**src/rtl/psfb_pkg.sv**
```systemverilog
package psfb_pkg;

  typedef enum logic {
    TB_IDLE = 1'b0,
    TB_RUN  = 1'b1
  } tb_state_e;

  localparam int NUM_LEGS = 2;
  localparam int LEG_AB   = 0;
  localparam int LEG_CD   = 1;

endpackage

```
**src/rtl/psfb_rst_sync.sv**
```systemverilog
module psfb_rst_sync #(
  parameter int STAGES = 2
) (
  input  logic clk,
  input  logic rst_n,
  output logic rst_sync_n
);

  logic [STAGES-1:0] sync_q;

  always_ff @(posedge clk or negedge rst_n) begin
    if (!rst_n) begin
      sync_q <= '0;
    end else begin
      sync_q <= {sync_q[STAGES-2:0], 1'b1};
    end
  end

  assign rst_sync_n = sync_q[STAGES-1];

endmodule

```
**src/rtl/psfb_timebase.sv**
```systemverilog
module psfb_timebase
  import psfb_pkg::*;
#(
  parameter int CNT_W    = 10,
  parameter int PH_W     = 8,
  parameter int MIN_HALF = 4,
  parameter int MIN_DT   = 2,
  parameter int ZERO_TH  = 16
) (
  input  logic                              clk,
  input  logic                              rst_n,
  input  logic [CNT_W-1:0]                  half_i,
  input  logic [PH_W:0]                     phase_i,
  input  logic [CNT_W-1:0]                  dead_ab_i,
  input  logic [CNT_W-1:0]                  dead_cd_i,
  input  logic                              force_i,
  output logic                              run_o,
  output logic [CNT_W:0]                    cnt_o,
  output logic [CNT_W-1:0]                  half_o,
  output logic [CNT_W-1:0]                  shift_o,
  output logic [NUM_LEGS-1:0][CNT_W-1:0]    dead_o
);

  localparam int PER_W  = CNT_W + 1;
  localparam int PROD_W = PH_W + 1 + CNT_W;
  localparam logic [PH_W:0]    FULL_PH  = {1'b1, {PH_W{1'b0}}};
  localparam logic [PH_W:0]    ZERO_PH  = (PH_W+1)'(ZERO_TH);
  localparam logic [CNT_W-1:0] MIN_H_V  = CNT_W'(MIN_HALF);
  localparam logic [CNT_W-1:0] MIN_D_V  = CNT_W'(MIN_DT);

  tb_state_e                          state_q, state_d;
  logic [PER_W-1:0]                   cnt_q, cnt_d, last_cnt;
  logic [CNT_W-1:0]                   half_q, shift_q;
  logic [CNT_W-1:0]                   half_new, shift_new, half_m1;
  logic [NUM_LEGS-1:0][CNT_W-1:0]     dead_q, dead_new, dead_raw;
  logic [PH_W:0]                      ph_sat;
  logic [PROD_W-1:0]                  prod;
  logic                               wrap, load_en;

  // candidate settings, clamped
  always_comb begin
    half_new = (half_i < MIN_H_V) ? MIN_H_V : half_i;
    half_m1  = half_new - 1'b1;
    ph_sat   = (phase_i > FULL_PH) ? FULL_PH : phase_i;
    prod     = PROD_W'(ph_sat) * PROD_W'(half_new);
    shift_new = (phase_i < ZERO_PH) ? '0 : prod[PH_W +: CNT_W];
    dead_raw[LEG_AB] = dead_ab_i;
    dead_raw[LEG_CD] = dead_cd_i;
    for (int i = 0; i < NUM_LEGS; i++) begin
      dead_new[i] = (dead_raw[i] < MIN_D_V) ? MIN_D_V : dead_raw[i];
      if (dead_new[i] > half_m1) begin
        dead_new[i] = half_m1;
      end
    end
  end

  // counter and state next-state
  always_comb begin
    last_cnt = {half_q, 1'b0} - 1'b1;
    wrap     = (state_q == TB_RUN) && (cnt_q == last_cnt);
    load_en  = (state_q == TB_IDLE) || wrap;
    state_d  = force_i ? TB_IDLE : TB_RUN;
    cnt_d    = (force_i || load_en) ? '0 : cnt_q + 1'b1;
  end

  always_ff @(posedge clk or negedge rst_n) begin
    if (!rst_n) begin
      state_q <= TB_IDLE;
      cnt_q   <= '0;
      half_q  <= MIN_H_V;
      shift_q <= '0;
      dead_q  <= {NUM_LEGS{MIN_D_V}};
    end else begin
      state_q <= state_d;
      cnt_q   <= cnt_d;
      if (load_en) begin
        half_q  <= half_new;
        shift_q <= shift_new;
        dead_q  <= dead_new;
      end
    end
  end

  assign run_o   = (state_q == TB_RUN);
  assign cnt_o   = cnt_q;
  assign half_o  = half_q;
  assign shift_o = shift_q;
  assign dead_o  = dead_q;

endmodule

```
**src/rtl/psfb_demand.sv**
```systemverilog
module psfb_demand
  import psfb_pkg::*;
#(
  parameter int CNT_W = 10
) (
  input  logic [CNT_W:0]        cnt_i,
  input  logic [CNT_W-1:0]      half_i,
  input  logic [CNT_W-1:0]      shift_i,
  output logic [NUM_LEGS-1:0]   dem_o
);

  logic [CNT_W:0] period, half_x, shift_x, pos_cd;

  always_comb begin
    period  = {half_i, 1'b0};
    half_x  = {1'b0, half_i};
    shift_x = {1'b0, shift_i};
    pos_cd  = (cnt_i >= shift_x) ? (cnt_i - shift_x) : (cnt_i + period - shift_x);
    dem_o[LEG_AB] = (cnt_i  < half_x);
    dem_o[LEG_CD] = (pos_cd < half_x);
  end

endmodule

```
**src/rtl/psfb_leg.sv**
```systemverilog
module psfb_leg #(
  parameter int CNT_W = 10
) (
  input  logic             clk,
  input  logic             rst_n,
  input  logic             run_i,
  input  logic             dem_i,
  input  logic [CNT_W-1:0] dead_i,
  output logic             hi_o,
  output logic             lo_o
);

  localparam logic [CNT_W-1:0] AGE_MAX = '1;

  logic             armed_q, armed_d;
  logic             cur_q, cur_d;
  logic [CNT_W-1:0] age_q, age_d;
  logic             open_q;

  always_comb begin
    armed_d = armed_q;
    cur_d   = cur_q;
    age_d   = age_q;
    if (!run_i) begin
      armed_d = 1'b0;
      age_d   = '0;
    end else begin
      armed_d = 1'b1;
      if (!armed_q || (dem_i != cur_q)) begin
        cur_d = dem_i;
        age_d = '0;
      end else if (age_q != AGE_MAX) begin
        age_d = age_q + 1'b1;
      end
    end
  end

  always_ff @(posedge clk or negedge rst_n) begin
    if (!rst_n) begin
      armed_q <= 1'b0;
      cur_q   <= 1'b0;
      age_q   <= '0;
    end else begin
      armed_q <= armed_d;
      cur_q   <= cur_d;
      age_q   <= age_d;
    end
  end

  assign open_q = armed_q & run_i & (age_q >= dead_i);
  assign hi_o   = open_q &  cur_q;
  assign lo_o   = open_q & ~cur_q;

endmodule

```
**src/rtl/psfb_pwm.sv**
```systemverilog
module psfb_pwm
  import psfb_pkg::*;
#(
  parameter int CNT_W    = 10,
  parameter int PH_W     = 8,
  parameter int MIN_HALF = 4,
  parameter int MIN_DT   = 2,
  parameter int ZERO_TH  = 16
) (
  input  logic             clk,
  input  logic             rst_n,
  input  logic [CNT_W-1:0] half_per_i,
  input  logic [PH_W:0]    phase_i,
  input  logic [CNT_W-1:0] dead_ab_i,
  input  logic [CNT_W-1:0] dead_cd_i,
  input  logic             force_off_i,
  output logic             gate_a_o,
  output logic             gate_b_o,
  output logic             gate_c_o,
  output logic             gate_d_o
);

  logic                           rst_core_n;
  logic                           run;
  logic [CNT_W:0]                 cnt;
  logic [CNT_W-1:0]               half_q, shift_q;
  logic [NUM_LEGS-1:0][CNT_W-1:0] dead_q;
  logic [NUM_LEGS-1:0]            dem, hi, lo;

  psfb_rst_sync #(.STAGES(2)) u_rst (
    .clk        (clk),
    .rst_n      (rst_n),
    .rst_sync_n (rst_core_n)
  );

  psfb_timebase #(
    .CNT_W(CNT_W), .PH_W(PH_W), .MIN_HALF(MIN_HALF),
    .MIN_DT(MIN_DT), .ZERO_TH(ZERO_TH)
  ) u_tb (
    .clk       (clk),
    .rst_n     (rst_core_n),
    .half_i    (half_per_i),
    .phase_i   (phase_i),
    .dead_ab_i (dead_ab_i),
    .dead_cd_i (dead_cd_i),
    .force_i   (force_off_i),
    .run_o     (run),
    .cnt_o     (cnt),
    .half_o    (half_q),
    .shift_o   (shift_q),
    .dead_o    (dead_q)
  );

  psfb_demand #(.CNT_W(CNT_W)) u_dem (
    .cnt_i   (cnt),
    .half_i  (half_q),
    .shift_i (shift_q),
    .dem_o   (dem)
  );

  for (genvar g = 0; g < NUM_LEGS; g++) begin : g_leg
    psfb_leg #(.CNT_W(CNT_W)) u_leg (
      .clk    (clk),
      .rst_n  (rst_core_n),
      .run_i  (run),
      .dem_i  (dem[g]),
      .dead_i (dead_q[g]),
      .hi_o   (hi[g]),
      .lo_o   (lo[g])
    );
  end

  assign gate_a_o = hi[LEG_AB] & ~force_off_i;
  assign gate_b_o = lo[LEG_AB] & ~force_off_i;
  assign gate_c_o = hi[LEG_CD] & ~force_off_i;
  assign gate_d_o = lo[LEG_CD] & ~force_off_i;

endmodule

```
**config.mk**
```make
export PLATFORM = sky130hd
export DESIGN_NAME = psfb_pwm
export DESIGN_NICKNAME = d
export VERILOG_FILES = /design/src/rtl/psfb_pkg.sv /design/src/rtl/psfb_rst_sync.sv /design/src/rtl/psfb_timebase.sv /design/src/rtl/psfb_demand.sv /design/src/rtl/psfb_leg.sv /design/src/rtl/psfb_pwm.sv
export SDC_FILE = /design/constraint.sdc
export NUM_CORES = 1
export LEC_CHECK = 0
export BUFFER_PORTS_ARGS = -buffer_cell sky130_fd_sc_hd__buf_4
export CAP_MARGIN = 10
export CORE_ASPECT_RATIO = 1.75
export CORE_MARGIN = 2
export CORE_UTILIZATION = 64
export DETAILED_ROUTE_END_ITERATION = 10
export PLACE_DENSITY = 0.83
export SLEW_MARGIN = 10
export SYNTH_ARGS = -nofsm -noshare
export SYNTH_HDL_FRONTEND = slang
export SYNTH_SLANG_ARGS = --single-unit
```
**constraint.sdc**
```tcl
create_clock -name clk -period 5.3 [get_ports clk]
set_clock_uncertainty 0.1 [all_clocks]
set_input_delay 0.265 -clock clk [delete_from_list [all_inputs] [get_ports clk]]
set_output_delay 0.265 -clock clk [all_outputs]
set_load 0.005 [all_outputs]
```
After elaboration in Yosys (flattened, before gate mapping)
Index checks and enable logic that the tools add are counted.

Output and inout port bits: 4. Register bits: 77.

Equal/unequal tests: 7. Magnitude comparators: 12. Reduce and logical (&&, ||, !) cells: 8. Multiply operators: 1. Bitwise logic cells: 15. Multiplexer cells: 17. Add/subtract/negate cells: 8.

Operator list (count): 10-bit two-way mux (12); 11-bit by 10-bit < comparator with 1-bit output (2); 11-bit two-way mux (2); 11-bit by 10-bit subtractor with 11-bit output (2); 10-bit by 1-bit adder with 10-bit output (second input constant) (2); 10-bit greater-or-equal comparator (2); 10-bit > comparator (2); 10-bit by 2-bit < comparator with 1-bit output (second input constant) (2); 10-bit inequality test (second input constant) (2); 9-bit by 10-bit multiplier with 18-bit output (1); 11-bit by 1-bit adder with 11-bit output (second input constant) (1); 11-bit adder (1); 1-bit bitwise AND (11); 11-bit equality test (1); 11-bit by 10-bit greater-or-equal comparator with 1-bit output (1); 11-bit by 1-bit subtractor with 11-bit output (second input constant) (1); 10-bit by 3-bit < comparator with 1-bit output (second input constant) (1); 10-bit by 1-bit subtractor with 10-bit output (second input constant) (1); 9-bit > comparator (second input constant) (1); 9-bit by 5-bit < comparator with 1-bit output (second input constant) (1); 9-bit two-way mux (1); 3-bit by 1-bit inequality test with 1-bit output (second input constant) (2); 1-bit logical OR (4); 1-bit inverter (4); 5 further kinds (8).

Logic depth before layout (Yosys ltp)
Depth after elaboration: 8. Mapped depth: 21. Mapped depth without buffers: 21.

Hierarchy
Synthesis repeated with hierarchy kept, for this count alone.

Cell total of the unflattened synthesis: 1112. Area, all modules: 9855.7 um2.

Modules (own cells, without submodules): psfb_timebase (cells an instance 690, area each 6336.1 um2, times used 1); psfb_demand (cells an instance 222, area each 1699.1 um2, times used 1); psfb_leg (g_leg[0].u_leg) (cells an instance 101, area each 878.3 um2, times used 1); psfb_leg (g_leg[1].u_leg) (cells an instance 92, area each 863.3 um2, times used 1); psfb_rst_sync (cells an instance 3, area each 53.8 um2, times used 1); psfb_pwm (cells an instance 4, area each 25.0 um2, times used 1).

Worst setup path before layout
Ideal clock, no wire load.

Path type: input -> register. Start: in half_per_i[7]. End: reg u_tb.shift_q[9] (netlist: u_tb.shift_o[9]). Path slack: 0.258 ns. Stages: 18. Buffers on the path: 0. Required time: 5.105 ns. Setup time: 0.095 ns. Data arrival time: 4.846 ns. Cells stage by stage: nor4_2 nand2_1 and2_1 inv_1 nor2_1 fa_1 fa_1 ha_1 fa_1 ha_1 nand2_1 nor3_1 a2111oi_2 o31ai_1 a21oi_1 o21ai_0 xnor2_1 o31ai_1.

Longest elaborated chain between the ends: 4.

RTL lines: start: declaration (line psfb_pwm.sv:12) `input logic [CNT_W-1:0] half_per_i,`; 10-bit by 3-bit < comparator with 1-bit output (line psfb_timebase.sv:42) `half_new = (half_i < MIN_H_V) ? MIN_H_V : half_i;`; 10-bit two-way mux (*) (line psfb_timebase.sv:42); 9-bit by 10-bit multiplier with 18-bit output (*) (line psfb_timebase.sv:45) `prod = PROD_W'(ph_sat) * PROD_W'(half_new);`; 10-bit two-way mux (*) (line psfb_timebase.sv:46) `shift_new = (phase_i < ZERO_PH) ? '0 : prod[PH_W +: CNT_W];`; end signal: assignment (line psfb_timebase.sv:78) `shift_q <= shift_new;`; end: declaration (line psfb_timebase.sv:33) `logic [CNT_W-1:0] half_q, shift_q;`.

Mark *: on every way between the ends. The rest lies on a longest branch, timed or not. A chain may end at the register's enable or synchronous reset.

Worst setup path in the final report
Start: in half_per_i[4]. End: reg u_tb.shift_q[8] (netlist: u_tb.shift_o[8]).

The elaborated chain is that of the path after synthesis.

==> qor.yml <==
die:
  start_util_pct: 65.4
  fp.coreArea_um2: 14400
  die_w_um: 95.9
  io_pins: 46
  rows: 58
  die-area_um2: 15800
  die_h_um: 165
logic_synthesis:
  synth_top_area_share_pct: 19.6
  yosysMostFrequentCell: "inv_1"
  synth_area_um2: 9450
  synth-edff-count: 0
  yosys_most_used_dff: "dfrtp_1"
  netlist_instances: 1115
  async_flop_share_pct: 100
  yosysUniqueCellTypes: 61
  yosysSeqAreaShare_pct: 20.4
  postSynthAreaPerCell_um2: 8.47
  synth-seq-cells: 77
  synth_fa_ha_area_share_pct: 29.2
  synth_common_cells: "inv_1 (154), nand2_1 (141), ha_1 (115)"
  synth_top_family_by_area: "adder cells"
  synth_nets: 1338
  synth_top_cell_by_area: "dfrtp_1"
  synth-simple-area-share_pct: 19.1
  synth_warnings: 0
  synth_xor_area_share_pct: 6.10
  synth_mux_area_share_pct: 5.16
  synth_area_leaders: "dfrtp_1 (20%), ha_1 (15%), fa_1 (14%)"
  synth_compound_area_share_pct: 11.9
place:
  dp_slack_ns: -0.0475
  place_congestion: 0.973
  dp_hpwl_um: 18800
  dpl-instance-area_um2: 10100
  port_buffers: 45
global_route:
  busiest_layer: "met2"
  grt_max_degree: 76
  met1_usage_pct: 35.3
  antenna_found_initial: 0
  met2_usage_pct: 57.4
  grt_pass1_vias: 8496
  grt_use_total_pct: 31.7
  met3_usage_pct: 2.97
  grt-ovfl-total: 0
  grt_pass1_wl_um: 39100
sta:
  fin_tns_setup_ns: 0
  slew_headroom_pct: 35.3
  slew_violations: 0
  rsz0062_at_grt: "false"
  worst_pin_slew_ns: 0.970
  fmax_mhz: 200
  fin_crit_ns: 5.01
  hold_viol: 0
  setup_violations: 0
  fin_crit_sh_pct: 94.4
  setup_ws_ns: 0.295
outcome:
  status: "finished, final reports clean"
drt:
  drc: 0
  drtPass1Iterations: 5
  via_per_inst: 5.95
  vias: 7980
  drtIter0Drc: 394
  finalWirelength_um: 23200
  drtAntennaViolNets: 0
  wl_per_cell_um: 17.3
final_layout:
  postLayoutCellArea_um2: 10300
  area_delta_synth_final_pct: 9.53
  drive_above_1_share_pct: 10.3
  antenna_cells: 0
  fin_nets: 1381
  final_util_pct: 71.7
  fill_cells: 1148
clocking:
  cts-htree-levels: 3
  clk_latency_ns: 0.34
  ctsResizeCount: 0
  cts_buffers: 9
  tritoncts: "built"
  clock_tree.buffer_depth: 2
  clock-sinks: 77
  clk_pin_slew_ns: 0.06
  cts-root-buf: "clkbuf_16"
run:
  cap_violations: 0
min_path:
  hold_depth: 2
  hold_path_class: "input port to flip-flop"
setup_path:
  critPathMaxFanout: 5
  end_kind: "flip-flop"
  cp.required_ns: 5.44
  worstSetupPathType: "input port to flip-flop"
  startpoint_type: "input port"
  arrival_ns: 5.15
  worst_r2r_path_depth: 15
power_and_ir_drop:
  ir_drop_uv: 161
  fin_total_pwr_w: 0.00308
  leakagePower_nw: 5.34
  power_density_nw_per_um2: 297
## report_power, final
| group | internal [W] | leakage (nW) | switching, W |
|---|---|---|---|
| clock network | 0.000340 | 0.135 | 0.000237 |
| registers | 0.000663 | 0.978 | 0.0000908 |
| logic | 0.000759 | 4.23 | 0.000989 |
| total | 0.00176 | 5.34 | 0.00132 |
## kinds of logic (layout without fill, tap and decap cells)
kind of cell | Yosys count | after routing
other | 1 | 1
adders and majority gates | 181 | 181
muxes | 47 | 47
xor gates and xnor gates | 65 | 65
AOI/OAI and AO/OA | 174 | 174
buffers and inverters | 198 | 245
and+or+nand+nor | 372 | 372
DFF | 77 | 77
## per-stage QoR
step           cells  hold slack [ns]
3_3_place_gp    1326          -0.0521
2_1_floorplan   1115           -0.131
3_5_place_dp    1326          -0.0500
6_report        1342            0.105
5_1_grt         1342            0.101
4_1_cts         1342           0.0963
## worst max-delay path, stage by stage
cell,delay [ns]
buf_4,0.12
nor4_2,0.35
nand2_1,0.12
nand2b_1,0.22
nand2_1,0.12
fa_1,0.39
inv_1,0.09
fa_1,0.39
inv_1,0.08
fa_1,0.43
fa_1,0.54
inv_1,0.04
ha_1,0.29
nor2b_1,0.16
a2111oi_2,0.53
buf_4,0.21
o21bai_1,0.11
a21oi_1,0.27
o21bai_1,0.11
xnor2_1,0.13
o31ai_1,0.18
## layout by cell type (no fill, tap or decap), types with 14 or more instances in the layout
cell type,n
nor2b_1,16
mux2_2,14
dfrtp_1,73
nor2_1,52
mux2i_1,33
xnor2_1,40
inv_1,154
a21o_1,15
fa_1,66
and2_1,37
buf_4,75
nand2_1,141
xor2_1,24
nand3_1,32
a21oi_1,42
nor3_1,33
o21ai_0,56
ha_1,115
nand2b_1,19
## sequential cells by signal (all words and copies together), names as in the netlist
signal and flops:
g_leg.u_leg.age_q 20, u_tb.cnt_o 11, u_tb.run_o 1, u_rst.sync_q 2, u_tb.half_o 10, g_leg.u_leg.cur_q 2, u_tb.shift_o 10, g_leg.u_leg.armed_q 1
u_tb.dead_o 20
## worst paths after layout
kind	startpoint	end	slack, ns
setup / recovery	half_per_i[4]	u_tb.shift_o[8]	0.29
hold / removal	force_off_i	u_tb.run_o	0.10
setup reg to reg	u_tb.cnt_o[1]	g_leg[1].u_leg.age_q[2]	0.61
hold reg to reg	u_rst.sync_q[0]	u_rst.sync_q[1]	0.26
min in group asynchronous	rst_n	u_rst.sync_q[0]	0.15
max in group asynchronous	u_rst.sync_q[1]	u_tb.dead_o[19]	4.09
## area by class of cell
| type | count | area [um2] | area share (%) |
|---|---|---|---|
| well taps | 180 | 225 | 2.18 |
| clock buffers | 12 | 256 | 2.48 |
| clock inverters | 3 | 21.3 | 0.206 |
| repair buffers | 76 | 573 | 5.54 |
| flip-flops and latches | 77 | 1930 | 18.7 |
| multi-input cells | 840 | 6760 | 65.3 |
| inverters | 154 | 578 | 5.59 |
## metal layers
metal | up-vias | wire length, um
met1 | 3816 | 8500
met2 | 263 | 12400
met3 | 97 | 840
li1 | 3804 | -
met4 | 0 | 1380
met5 | - | 0
## what timing repair did
action,in CTS,in global routing
hold endpoints to repair,2,0
buffers inserted,0,0
hold buffers,1,0
Note: power is estimated with default switching activity, not from simulation.
